--- config.mk ---
export PLATFORM = sky130hd
export DESIGN_NAME = pwr_mode_seq
export DESIGN_NICKNAME = d
export VERILOG_FILES = /design/src/rtl/pwr_mode_seq_pkg.sv /design/src/rtl/pwr_mode_seq_ctrl.sv /design/src/rtl/pwr_mode_seq_dp.sv /design/src/rtl/pwr_mode_seq.sv
export SDC_FILE = /design/constraint.sdc
export NUM_CORES = 1
export LEC_CHECK = 0
export ABC_CLOCK_PERIOD_IN_PS = 1950
export BUFFER_PORTS_ARGS = -buffer_cell sky130_fd_sc_hd__buf_2
export CORE_UTILIZATION = 40
export DETAILED_ROUTE_END_ITERATION = 12
export PLACE_DENSITY = 0.77
export SLEW_MARGIN = 5
export SYNTH_ARGS = -nofsm -noshare
export SYNTH_HDL_FRONTEND = slang
export SYNTH_SLANG_ARGS = --single-unit
--- constraint.sdc ---
create_clock -name clk -period 1.95 [get_ports clk]
set_clock_uncertainty 0.05 [all_clocks]
set_input_delay 0.0975 -clock clk [delete_from_list [all_inputs] [get_ports clk]]
set_output_delay 0.0975 -clock clk [all_outputs]
set_load 0.02 [all_outputs]
--- src/rtl/pwr_mode_seq_pkg.sv ---
package pwr_mode_seq_pkg;

  typedef enum logic [1:0] {
    PS_ACTIVE = 2'd0,
    PS_FLEXI  = 2'd1,
    PS_HIBER  = 2'd2
  } pwrState_t;

  localparam logic [1:0] MODE_ACTIVE = 2'd0;
  localparam logic [1:0] MODE_FLEXI  = 2'd1;
  localparam logic [1:0] MODE_HIBER  = 2'd2;

  localparam logic ADDR_KEY  = 1'b0;
  localparam logic ADDR_MODE = 1'b1;

  localparam int MODE_LSB   = 0;
  localparam int AUXOFF_BIT = 3;
  localparam int RET_LSB    = 4;

  typedef enum logic [1:0] {
    K_IDLE = 2'd0,
    K_HALF = 2'd1,
    K_OPEN = 2'd2
  } keyStage_t;

  typedef struct packed {
    logic modeWr;
    logic modeCancel;
  } ctrlStb_t;

endpackage

--- src/rtl/pwr_mode_seq_ctrl.sv ---
module pwr_mode_seq_ctrl
  import pwr_mode_seq_pkg::*;
#(
  parameter int DATA_W = 16,
  parameter logic [DATA_W-1:0] KEY_FIRST  = DATA_W'(16'h4859),
  parameter logic [DATA_W-1:0] KEY_SECOND = DATA_W'(16'hF27B)
) (
  input  logic              clk,
  input  logic              rstN,
  input  logic              regWrEn,
  input  logic              regRdEn,
  input  logic              regAddr,
  input  logic [DATA_W-1:0] regWrData,
  input  logic              sleepReq,
  input  logic              wakeEvt,
  input  logic              supplyLow,
  input  logic              auxSupplyLow,
  input  logic [1:0]        progMode,
  input  logic              auxMonOff,
  output ctrlStb_t          ctrlStb,
  output pwrState_t         stateQ,
  output logic              resetReq
);

  keyStage_t keyStage, keyStageNext;
  pwrState_t stateNext;
  logic      keyWrite, modeWrite, modeRead;

  assign keyWrite  = regWrEn && (regAddr == ADDR_KEY);
  assign modeWrite = regWrEn && (regAddr == ADDR_MODE);
  assign modeRead  = regRdEn && !regWrEn && (regAddr == ADDR_MODE);

  // Unlock sequencing
  always_comb begin
    keyStageNext = keyStage;
    if (keyWrite) begin
      if (regWrData == KEY_FIRST)
        keyStageNext = K_HALF;
      else if (keyStage == K_HALF && regWrData == KEY_SECOND)
        keyStageNext = K_OPEN;
      else
        keyStageNext = K_IDLE;
    end else if (modeWrite) begin
      keyStageNext = K_IDLE;
    end
  end

  always_ff @(posedge clk or negedge rstN) begin
    if (!rstN) keyStage <= K_IDLE;
    else       keyStage <= keyStageNext;
  end

  assign ctrlStb.modeWr     = modeWrite && (keyStage == K_OPEN);
  assign ctrlStb.modeCancel = modeRead && (progMode == MODE_HIBER) &&
                              (stateQ == PS_ACTIVE);

  // Power state sequencing
  always_comb begin
    stateNext = stateQ;
    unique case (stateQ)
      PS_ACTIVE: begin
        if (sleepReq && !ctrlStb.modeCancel) begin
          if (progMode == MODE_FLEXI)      stateNext = PS_FLEXI;
          else if (progMode == MODE_HIBER) stateNext = PS_HIBER;
        end
      end
      PS_FLEXI, PS_HIBER: begin
        if (wakeEvt) stateNext = PS_ACTIVE;
      end
      default: stateNext = PS_ACTIVE;
    endcase
  end

  always_ff @(posedge clk or negedge rstN) begin
    if (!rstN) stateQ <= PS_ACTIVE;
    else       stateQ <= stateNext;
  end

  // Supply supervision
  always_ff @(posedge clk or negedge rstN) begin
    if (!rstN) resetReq <= 1'b0;
    else       resetReq <= supplyLow ||
                           ((stateQ == PS_HIBER) && !auxMonOff && auxSupplyLow);
  end

endmodule

--- src/rtl/pwr_mode_seq_dp.sv ---
module pwr_mode_seq_dp
  import pwr_mode_seq_pkg::*;
#(
  parameter int DATA_W    = 16,
  parameter int NUM_BANKS = 4,
  parameter int RET_W     = 2
) (
  input  logic                 clk,
  input  logic                 rstN,
  input  logic                 regRdEn,
  input  logic                 regAddr,
  input  logic [DATA_W-1:0]    regWrData,
  input  ctrlStb_t             ctrlStb,
  input  pwrState_t            stateQ,
  output logic [1:0]           progMode,
  output logic                 auxMonOff,
  output logic [DATA_W-1:0]    regRdData,
  output logic                 coreClkEn,
  output logic                 periphPwrEn,
  output logic [NUM_BANKS-1:0] retainBankEn
);

  logic [RET_W-1:0]  retSel;
  logic [DATA_W-1:0] modeImage;
  logic              unusedWrBits;

  assign unusedWrBits = ^{regWrData[DATA_W-1:RET_LSB+RET_W], regWrData[2]};

  always_ff @(posedge clk or negedge rstN) begin
    if (!rstN) begin
      progMode  <= MODE_ACTIVE;
      auxMonOff <= 1'b0;
      retSel    <= '0;
    end else if (ctrlStb.modeWr) begin
      progMode  <= regWrData[MODE_LSB +: 2];
      auxMonOff <= regWrData[AUXOFF_BIT];
      retSel    <= regWrData[RET_LSB +: RET_W];
    end else if (ctrlStb.modeCancel) begin
      progMode  <= MODE_ACTIVE;
    end
  end

  always_comb begin
    modeImage                      = '0;
    modeImage[MODE_LSB +: 2]       = progMode;
    modeImage[AUXOFF_BIT]          = auxMonOff;
    modeImage[RET_LSB +: RET_W]    = retSel;
  end

  assign regRdData = (regRdEn && regAddr == ADDR_MODE) ? modeImage : '0;

  assign coreClkEn   = (stateQ == PS_ACTIVE);
  assign periphPwrEn = (stateQ != PS_HIBER);

  for (genvar b = 0; b < NUM_BANKS; b++) begin : g_bank
    assign retainBankEn[b] = (stateQ != PS_HIBER) || (b <= int'(retSel));
  end

endmodule

--- src/rtl/pwr_mode_seq.sv ---
module pwr_mode_seq
  import pwr_mode_seq_pkg::*;
#(
  parameter int DATA_W    = 16,
  parameter int NUM_BANKS = 4,
  parameter logic [DATA_W-1:0] KEY_FIRST  = DATA_W'(16'h4859),
  parameter logic [DATA_W-1:0] KEY_SECOND = DATA_W'(16'hF27B)
) (
  input  logic                 clk,
  input  logic                 rstN,
  input  logic                 regWrEn,
  input  logic                 regRdEn,
  input  logic                 regAddr,
  input  logic [DATA_W-1:0]    regWrData,
  output logic [DATA_W-1:0]    regRdData,
  input  logic                 sleepReq,
  input  logic                 wakeEvt,
  input  logic                 supplyLow,
  input  logic                 auxSupplyLow,
  output logic                 coreClkEn,
  output logic                 periphPwrEn,
  output logic [NUM_BANKS-1:0] retainBankEn,
  output logic                 resetReq,
  output logic [1:0]           pwrState
);

  localparam int RET_W = (NUM_BANKS > 1) ? $clog2(NUM_BANKS) : 1;

  ctrlStb_t   ctrlStb;
  pwrState_t  stateQ;
  logic [1:0] progMode;
  logic       auxMonOff;

  pwr_mode_seq_ctrl #(
    .DATA_W(DATA_W), .KEY_FIRST(KEY_FIRST), .KEY_SECOND(KEY_SECOND)
  ) ctrl_i (
    .clk(clk), .rstN(rstN), .regWrEn(regWrEn), .regRdEn(regRdEn),
    .regAddr(regAddr), .regWrData(regWrData), .sleepReq(sleepReq),
    .wakeEvt(wakeEvt), .supplyLow(supplyLow), .auxSupplyLow(auxSupplyLow),
    .progMode(progMode), .auxMonOff(auxMonOff), .ctrlStb(ctrlStb),
    .stateQ(stateQ), .resetReq(resetReq)
  );

  pwr_mode_seq_dp #(
    .DATA_W(DATA_W), .NUM_BANKS(NUM_BANKS), .RET_W(RET_W)
  ) dp_i (
    .clk(clk), .rstN(rstN), .regRdEn(regRdEn), .regAddr(regAddr),
    .regWrData(regWrData), .ctrlStb(ctrlStb), .stateQ(stateQ),
    .progMode(progMode), .auxMonOff(auxMonOff), .regRdData(regRdData),
    .coreClkEn(coreClkEn), .periphPwrEn(periphPwrEn),
    .retainBankEn(retainBankEn)
  );

  assign pwrState = stateQ;

endmodule

**After elaboration in Yosys (flattened, before gate mapping)**

Index checks and enable logic that the tools add are counted.

- Flip-flop bits (word level): 10
- Output and inout bits: 25
- Logic and storage cells: 58

- Eq/ne operators: 12
- Multiplexer cells: 12
- $lt $le $gt $ge: 3
- Bitwise operators: 1
- Reductions and logical operators: 24

Operators with widths:

| cell | count |
|---|---|
| $mux W2 | 10 |
| $eq A16 B15 Y1 const B | 1 |
| $eq A16 B16 Y1 const B | 1 |
| $logic_and A1 B1 Y1 | 12 |
| $eq A2 B1 Y1 const B | 3 |
| $eq A2 B2 Y1 const B | 3 |
| $mux W6 | 1 |
| $le A2 B2 Y1 const A | 2 |
| $logic_or A1 B1 Y1 | 4 |
| $ne A2 B2 Y1 const B | 2 |
| $pmux W2 S2 | 1 |
| $reduce_bool A2 Y1 | 2 |
| $logic_not A1 Y1 | 3 |
| $ne A3 B1 Y1 const B | 1 |
| $reduce_and A3 Y1 | 1 |
| $le A1 B2 Y1 const A | 1 |
| $logic_not A2 Y1 | 1 |
| $ne A2 B1 Y1 const B | 1 |
| $reduce_or A2 Y1 | 1 |
| $not A1 Y1 | 1 |

**Logic depth before layout (Yosys ltp)**

Gate-level depths: netlist of the first run.

- Depth after elaboration: 9
- Mapped depth: 6
- Depth with buffers taken out: 6

**Modules after synthesis**

Synthesis of the first run repeated with hierarchy kept, for this count alone.

- Cell total of the unflattened synthesis: 79
- Area total of the unflattened synthesis: 749.5 µm²

By module, submodules not included:

| module | area each (µm²) | times used | sequential area each (µm²) | cells each |
|---|---|---|---|---|
| pwr_mode_seq_ctrl | 390.4 | 1 | 125.1 | 41 |
| pwr_mode_seq_dp | 359.1 | 1 | 125.1 | 38 |

**Worst setup path before layout of the first run**

No wires, ideal clock.

- Path kind: register -> register
- Start point: reg ctrl_i.stateQ[0]
- End point: reg ctrl_i.stateQ[0]
- Data arrival time: 1.440 ns
- Path slack: 0.336 ns
- Data required time: 1.775 ns
- Cell stages (with the launch flop): 7
- Buffers on the path: 0
- Clock period less this slack: 1.614 ns
- Library setup time: 0.125 ns
- Path through: dfrtp_1 > inv_1 > ha_1 > nand2_1 > nor3_2 > a221o_2 > mux2i_1

- Longest elaborated chain between the ends: 6
- Elaborated cells on any way between the ends: 12

RTL lines:

| what | line | source |
|---|---|---|
| from (decl) | pwr_mode_seq_ctrl.sv:21 | `output pwrState_t stateQ,` |
| from (signal assigned) | pwr_mode_seq_ctrl.sv:76 | `else stateQ <= stateNext;` |
| $logic_not A2 Y1 * | -- |  |
| via coreClkEn | pwr_mode_seq.sv:20 | `output logic coreClkEn,` |
| $logic_and A1 B1 Y1 | pwr_mode_seq_ctrl.sv:54 | `assign ctrlStb.modeCancel = modeRead && (progMode == MODE_HIBER) &&` |
| $logic_not A1 Y1 | pwr_mode_seq_ctrl.sv:62 | `if (sleepReq && !ctrlStb.modeCancel) begin` |
| $logic_and A1 B1 Y1 | pwr_mode_seq_ctrl.sv:62 |  |
| $ne A2 B1 Y1 (no line) | -- |  |
| $reduce_and A3 Y1 (no line) | -- |  |

Mark *: on every way through the listed nets, which the timed path passes. The rest lies on a longest branch.
A chain may end at the register's enable or synchronous reset.

**Final worst setup path of the first run**

- Start point: reg ctrl_i.stateQ[0]
- End point: out retainBankEn[1]

- Longest elaborated chain between the ends: 2

RTL lines:

| what | line | source |
|---|---|---|
| $ne A2 B2 Y1 | pwr_mode_seq_dp.sv:56 | `assign retainBankEn[b] = (stateQ != PS_HIBER) \|\| (b <= int'(retSel));` |
| $logic_or A1 B1 Y1 | pwr_mode_seq_dp.sv:56 |  |
| to (decl) | pwr_mode_seq.sv:22 | `output logic [NUM_BANKS-1:0] retainBankEn,` |

Every way passes these cells.

==> qor.yml, run 1 <==
rows: 14
ctsResizeCount: 0
synth_edf_count: 0
core_um2: 1580
critical_path.cell_chain: "inv_1, ha_1, nand2b_1, or2_2, buf_2"
netlist_instances: 79
drv_slew: 0
multi_input_area_um2: 367
cp_num_buf_inv: 2
max_freq_mhz: 620
initial_core_util_pct: 44.8
ys_top_cells_by_area: "dfrtp_1, buf_4, ha_1"
cts_hold_buf: 2
period_share_pct: 82.7
fp.dieH_um: 44.0
avgSynthCellArea_um2: 8.95
drc: 3
peakVddDrop_uv: 533
pre_cts_ws_ns: 0.446
crit_type: "flip-flop to output pin"
synthTopCellsByCount: "buf_4, dfrtp_1, inv_1, nand2_1"
crit_fanout: 4
status: "complete, but fails checks"
die_w_um: 44.0
required_ns: 1.80
leakage_nw: 0.500
finalSetupViolCount: 0
numCtsBuffers: 3
hpwl_mm: 1.21
post_cts_buffers: 0
worst_slack_ns: 0.337
antenna_found_initial: 0
finalHoldViolCount: 0
synth_top_cell_area_share_pct: 35.4
ys_types: 25
slowest_stage: "dfrtp_1"
critPathMaxStageDelay_ns: 0.37
end_kind: "output pin"
crit_path_start_kind: "flip-flop"
final_antenna_net_count: 0
synth_most_common_cell: "buf_4"
crit_family: "flip-flops"
drive_above_1_share_pct: 42.0
dr.pass1.iters: 8
path_clk_slew_ns: 0.06
violations: "DRC"
first_global_vias: 632
syn_area_um2: 707
ys_async_sr_fraction_pct: 100
cp.arrival_ns: 1.47
clkLatencyLatePin_ns: 0.26
die-area_um2: 1940
synth_top_cell_by_area: "dfrtp_1"
cellPowerDensity_nw_per_um2: 870
grt_usage_pct: 18.5
drt-total-wl_mm: 1.49
finalNonFillerCells: 135
dp.cells: 130
insertedDiodeCount: 0
area_growth_syn_to_layout_pct: 27.6
synth-seq-area-share_pct: 35.4
io_pins: 50
maxCapViolations: 0
via_count: 657
fin_nets: 150
drt-vias-per-instance: 4.87
grt_max_degree: 11
synth-main-ff-cell: "dfrtp_1"
fill_cells: 153
cts-root-buf: "clkbuf_4"
seq_area_um2: 250
post_drt_wl_per_cell_um: 11.1
ys_ff_latch: 10
drtIter0Drc: 9
yosys_warnings: 0
grt_pass1_wl_mm: 2.54
numPortBuffers: 37
grt_overflow: 0
setup_tns_ns: 0
clk_path_buf_depth: 2
hold_class: "input port to flip-flop"
rsz0062_at_grt: "no"
min_period_ns: 1.61
gp_congestion: 0.761
cts_sinks: 10
h-tree-depth: 1
cts_tree: "built"
==> cells by family (layout without fill, tap and decap cells) <==
logic type	after synthesis	count (layout)	synth area share, %
muxes	5	5	7.61
other	2	12	1.06
and+or+nand+nor	30	30	24.6
buffers and inverters	22	52	18.1
AOI/OAI and AO/OA	6	6	6.19
adders and majority gates	4	4	7.08
DFF	10	10	35.4
==> sequential cells by signal (all words and copies together), names as in the netlist <==
| signal | count |
|---|---|
| ctrl_i.keyStage | 2 |
| ctrl_i.resetReq | 1 |
| ctrl_i.stateQ | 2 |
| dp_i.auxMonOff | 1 |
| dp_i.progMode | 2 |
| dp_i.retSel | 2 |
==> layout make-up <==
type                            count  share of cell area (%)
Multi-Input combinational cell     57                    40.6
Clock buffer                        3                    2.50
Inverter                           10                    4.16
Sequential cell                    10                    27.7
Tap cell                           16                    2.22
Timing Repair Buffer               39                    22.7
==> stage by stage <==
step	utilization (%)	hold WS (ns)	power, mW	cell area, µm²
3_3_place_gp	54.5	-0.0817	0.632	860
4_1_cts	57.2	0.0202	0.789	902
6_report	57.2	0.0261	0.784	902
3_5_place_dp	54.5	-0.0821	0.644	860
2_1_floorplan	-	-0.248	0.533	744
5_1_grt	57.2	0.0214	0.840	902
==> tightest hold or removal path, stage by stage <==
cell      delay (ns)
buf_2           0.09
nand2_1         0.05
o21bai_1        0.06
==> power breakdown <==
group          switching [mW]  leakage (nW)  internal (mW)
logic                   0.247         0.353          0.151
registers              0.0142         0.133          0.231
clock network          0.0696        0.0138         0.0713
total                   0.331         0.500          0.453
==> per-layer routing <==
| layer | GRT usage (%) | share of wire [%] | wire length [µm] |
|---|---|---|---|
| met1 | 18.7 | 42 | 628 |
| met2 | 32.9 | 49 | 727 |
| met3 | 6.12 | 7.8 | 116 |
| met4 | 10.3 | 1.4 | 21 |
| met5 | 0 | 0 | 0 |
==> final timing paths <==
| check | from | endpoint | cells after the start | slack, ns |
|---|---|---|---|---|
| max in group asynchronous | rstN | ctrl_i.keyStage[0] | 2 | 1.47 |
| min reg2reg | dp_i.auxMonOff | ctrl_i.resetReq | 1 | 0.43 |
| max reg2reg | dp_i.progMode[0] | ctrl_i.stateQ[0] | 5 | 0.44 |
| max | ctrl_i.stateQ[0] | retainBankEn[1] | 5 | 0.34 |
| min | auxSupplyLow | ctrl_i.resetReq | 3 | 0.03 |
| min in group asynchronous | rstN | ctrl_i.resetReq | 2 | 0.18 |
==> placed cells by master (no fill, tap or decap), drive strengths merged, types with 2 or more instances in the layout <==
cell type	instances
and3	3
buf	37
clkbuf	3
conb	12
dfrtp	10
dlygate4sd3	2
ha	4
inv	10
mux2	3
mux2i	2
nand2	10
nand2b	3
nand4	2
nor2	3
o22ai	4
No activity file was read; power rests on OpenSTA's default activity.
==> run 2: changes to the inputs <==
--- a/config.mk
+++ b/config.mk
@@ -5,11 +5,11 @@
 export SDC_FILE = /design/constraint.sdc
 export NUM_CORES = 1
 export LEC_CHECK = 0
-export ABC_CLOCK_PERIOD_IN_PS = 1950
+export ABC_CLOCK_PERIOD_IN_PS = 1400
 export BUFFER_PORTS_ARGS = -buffer_cell sky130_fd_sc_hd__buf_2
-export CORE_UTILIZATION = 40
+export CORE_UTILIZATION = 36
 export DETAILED_ROUTE_END_ITERATION = 12
-export PLACE_DENSITY = 0.77
+export PLACE_DENSITY = 0.73
 export SLEW_MARGIN = 5
 export SYNTH_ARGS = -nofsm -noshare
 export SYNTH_HDL_FRONTEND = slang
==> constraint.sdc (replaced) <==
create_clock -name clk -period 1.4 [get_ports clk]
set_clock_uncertainty 0.05 [all_clocks]
set_input_delay 0.07 -clock clk [delete_from_list [all_inputs] [get_ports clk]]
set_output_delay 0.07 -clock clk [all_outputs]
set_load 0.02 [all_outputs]
==> qor.yml, run 2 (synthesis gave the netlist of run 1 again) <==
grt_overflow: 0  # unchanged
cts-root-buf: "clkbuf_4"
slowest_stage: "dfrtp_2"
critical_path.cell_chain: "inv_4, buf_6, ha_4, a221o_2, mux2i_1"
initial_core_util_pct: 39.6  # -5.2 points
place_area_um2: 908  # +5.7%
hold_slack_ns: 0.0148  # -0.0113 ns
final_antenna_net_count: 0  # unchanged
finalHoldViolCount: 0  # unchanged
numPortBuffers: 37  # unchanged
via_count: 713  # +8.5%
die_w_um: 46.3  # +5.2%
cellPowerDensity_nw_per_um2: 1250  # +44%
grt_pass1_wl_mm: 2.55  # +0.55%
rsz0062_at_grt: "yes"
core_um2: 1780  # +13%
drt-vias-per-instance: 4.63  # -4.9%
cp.depth: 5  # unchanged
combPwrFrac_pct: 54.2  # +3.4 points
hpwl_mm: 1.29  # +7.1%
h-tree-depth: 1  # unchanged
top_usage_layer: "met2"
die-area_um2: 2150  # +11%
max_freq_mhz: 690
drc: 0  # -3
status: "complete, but fails checks"
leakage_nw: 0.581  # +16%
p_sw_mw: 0.529  # +60%
finalSetupViolCount: 3  # +3
insertedDiodeCount: 0  # unchanged
final_area_um2: 1080  # +20%
antenna_found_initial: 0  # unchanged
peakVddDrop_uv: 564  # +5.9%
first_global_vias: 622  # -1.6%
crit_type: "flip-flop to flip-flop"
cts_tree: "built"
drt-total-wl_mm: 1.66  # +11%
fill_cells: 159  # +3.9%
layout_common_cells: "buf_2, conb_1, inv_1, nand2_1, dfrtp_1"
clkLatencyLatePin_ns: 0.26  # about the same
grt_max_degree: 11  # unchanged
end_kind: "flip-flop"
drtIter0Drc: 7  # -2
critPathMaxStageDelay_ns: 0.42  # +0.05 ns
post_drt_wl_per_cell_um: 10.8  # -2.6%
fin_nets: 159  # +6.0%
grt_usage_pct: 17.3  # -1.1 points
r2r_cells: 5  # unchanged
grt_util_met3_pct: 3.92  # -2.2 points
area_growth_syn_to_layout_pct: 53.3
drive_above_1_share_pct: 52.7  # +11 points
io_pins: 50  # unchanged
crit_family: "flip-flops"
p_int_mw: 0.823  # +82%
rows: 15  # +1
crit_path_start_kind: "flip-flop"
numCtsBuffers: 3  # unchanged
cts_sinks: 10  # unchanged
maxCapViolations: 0  # unchanged
crit_fanout: 2  # -2
required_ns: 1.49  # -0.31 ns
dr.pass1.iters: 3  # -5
clk_path_buf_depth: 2  # unchanged
clockPowerShare_pct: 19.4  # +1.4 points
drv_slew: 0  # unchanged
fp.dieH_um: 46.3  # +5.2%
grt_util_met1_pct: 18.8  # +0.14 points
hold_depth: 2  # -1
violations: "setup timing"
period_share_pct: 104
gp_congestion: 0.712  # -6.5%
grt_util_met2_pct: 30.8  # -2.1 points
min_period_ns: 1.45
path_clk_slew_ns: 0.07  # about the same
cp_num_buf_inv: 2  # unchanged
final_common_cell: "buf_2"
worst_slack_ns: -0.0492  # -0.386 ns
hold_class: "input port to flip-flop"
power.total_mw: 1.35  # +72%
swShare_pct: 39.1  # -3.0 points
cp.arrival_ns: 1.54  # +0.07 ns
pwr-share-seq_pct: 26.4  # -4.9 points
==> run 2: per-stage QoR <==
step	instances	worst slack, ns	setup TNS, ns	utilization [%]
global route	154	-0.105	-0.233	60.8
detailed placement	142	-0.0627	-0.124	50.9
finish	154	-0.0492	-0.0994	60.8
floorplan	89	-0.0354	-0.0697	-
global placement	142	-0.0350	-0.0694	50.9
CTS	153	-0.0680	-0.156	58.4
==> run 2: power groups by stage <==
stage	Combinational (mW)	Sequential (mW)	Clock, mW
6_report	0.733	0.357	0.262
5_1_grt	0.809	0.360	0.277
4_1_cts	0.686	0.354	0.265
3_5_place_dp	0.589	0.350	0
3_3_place_gp	0.569	0.348	0
2_1_floorplan	0.399	0.382	0
==> run 2: path summary, 6_finish.rpt <==
kind,from,end,slack (ns)
min in group asynchronous,rstN,dp_i.auxMonOff,0.16
max,ctrl_i.stateQ[0],ctrl_i.stateQ[1],-0.05
min,regWrData[3],dp_i.auxMonOff,0.01
max reg2reg,ctrl_i.stateQ[0],ctrl_i.stateQ[1],-0.05
max in group asynchronous,rstN,ctrl_i.stateQ[0],0.93
min reg2reg,dp_i.auxMonOff,ctrl_i.resetReq,0.42
==> run 2: metal layers <==
layer,share of wire [%],vias to the layer above
li1,-,346
met1,41,332
met2,52,33
met3,5.7,2
met4,1.0,0
met5,0,-
==> run 2: area by class of cell <==
cell class                 instances  area [µm²]  area share [%]
multi-input combinational         57         435            40.2
tap                               25        31.3            2.89
timing repair buffer              48         288            26.6
clock buffer                       4        36.3            3.35
sequential                        10         253            23.3
inverter                          10        40.0            3.70
==> run 2: repair_timing <==
action | in CTS | in global routing
hold buffers | 4 | 0
pin swaps | 1 | 2
setup buffers | 3 | 1
gates resized for setup | 8 | 6
endpoints found under the setup margin | 3 | 5
endpoints found under the hold margin | 12 | 0
gates cloned | 0 | 0
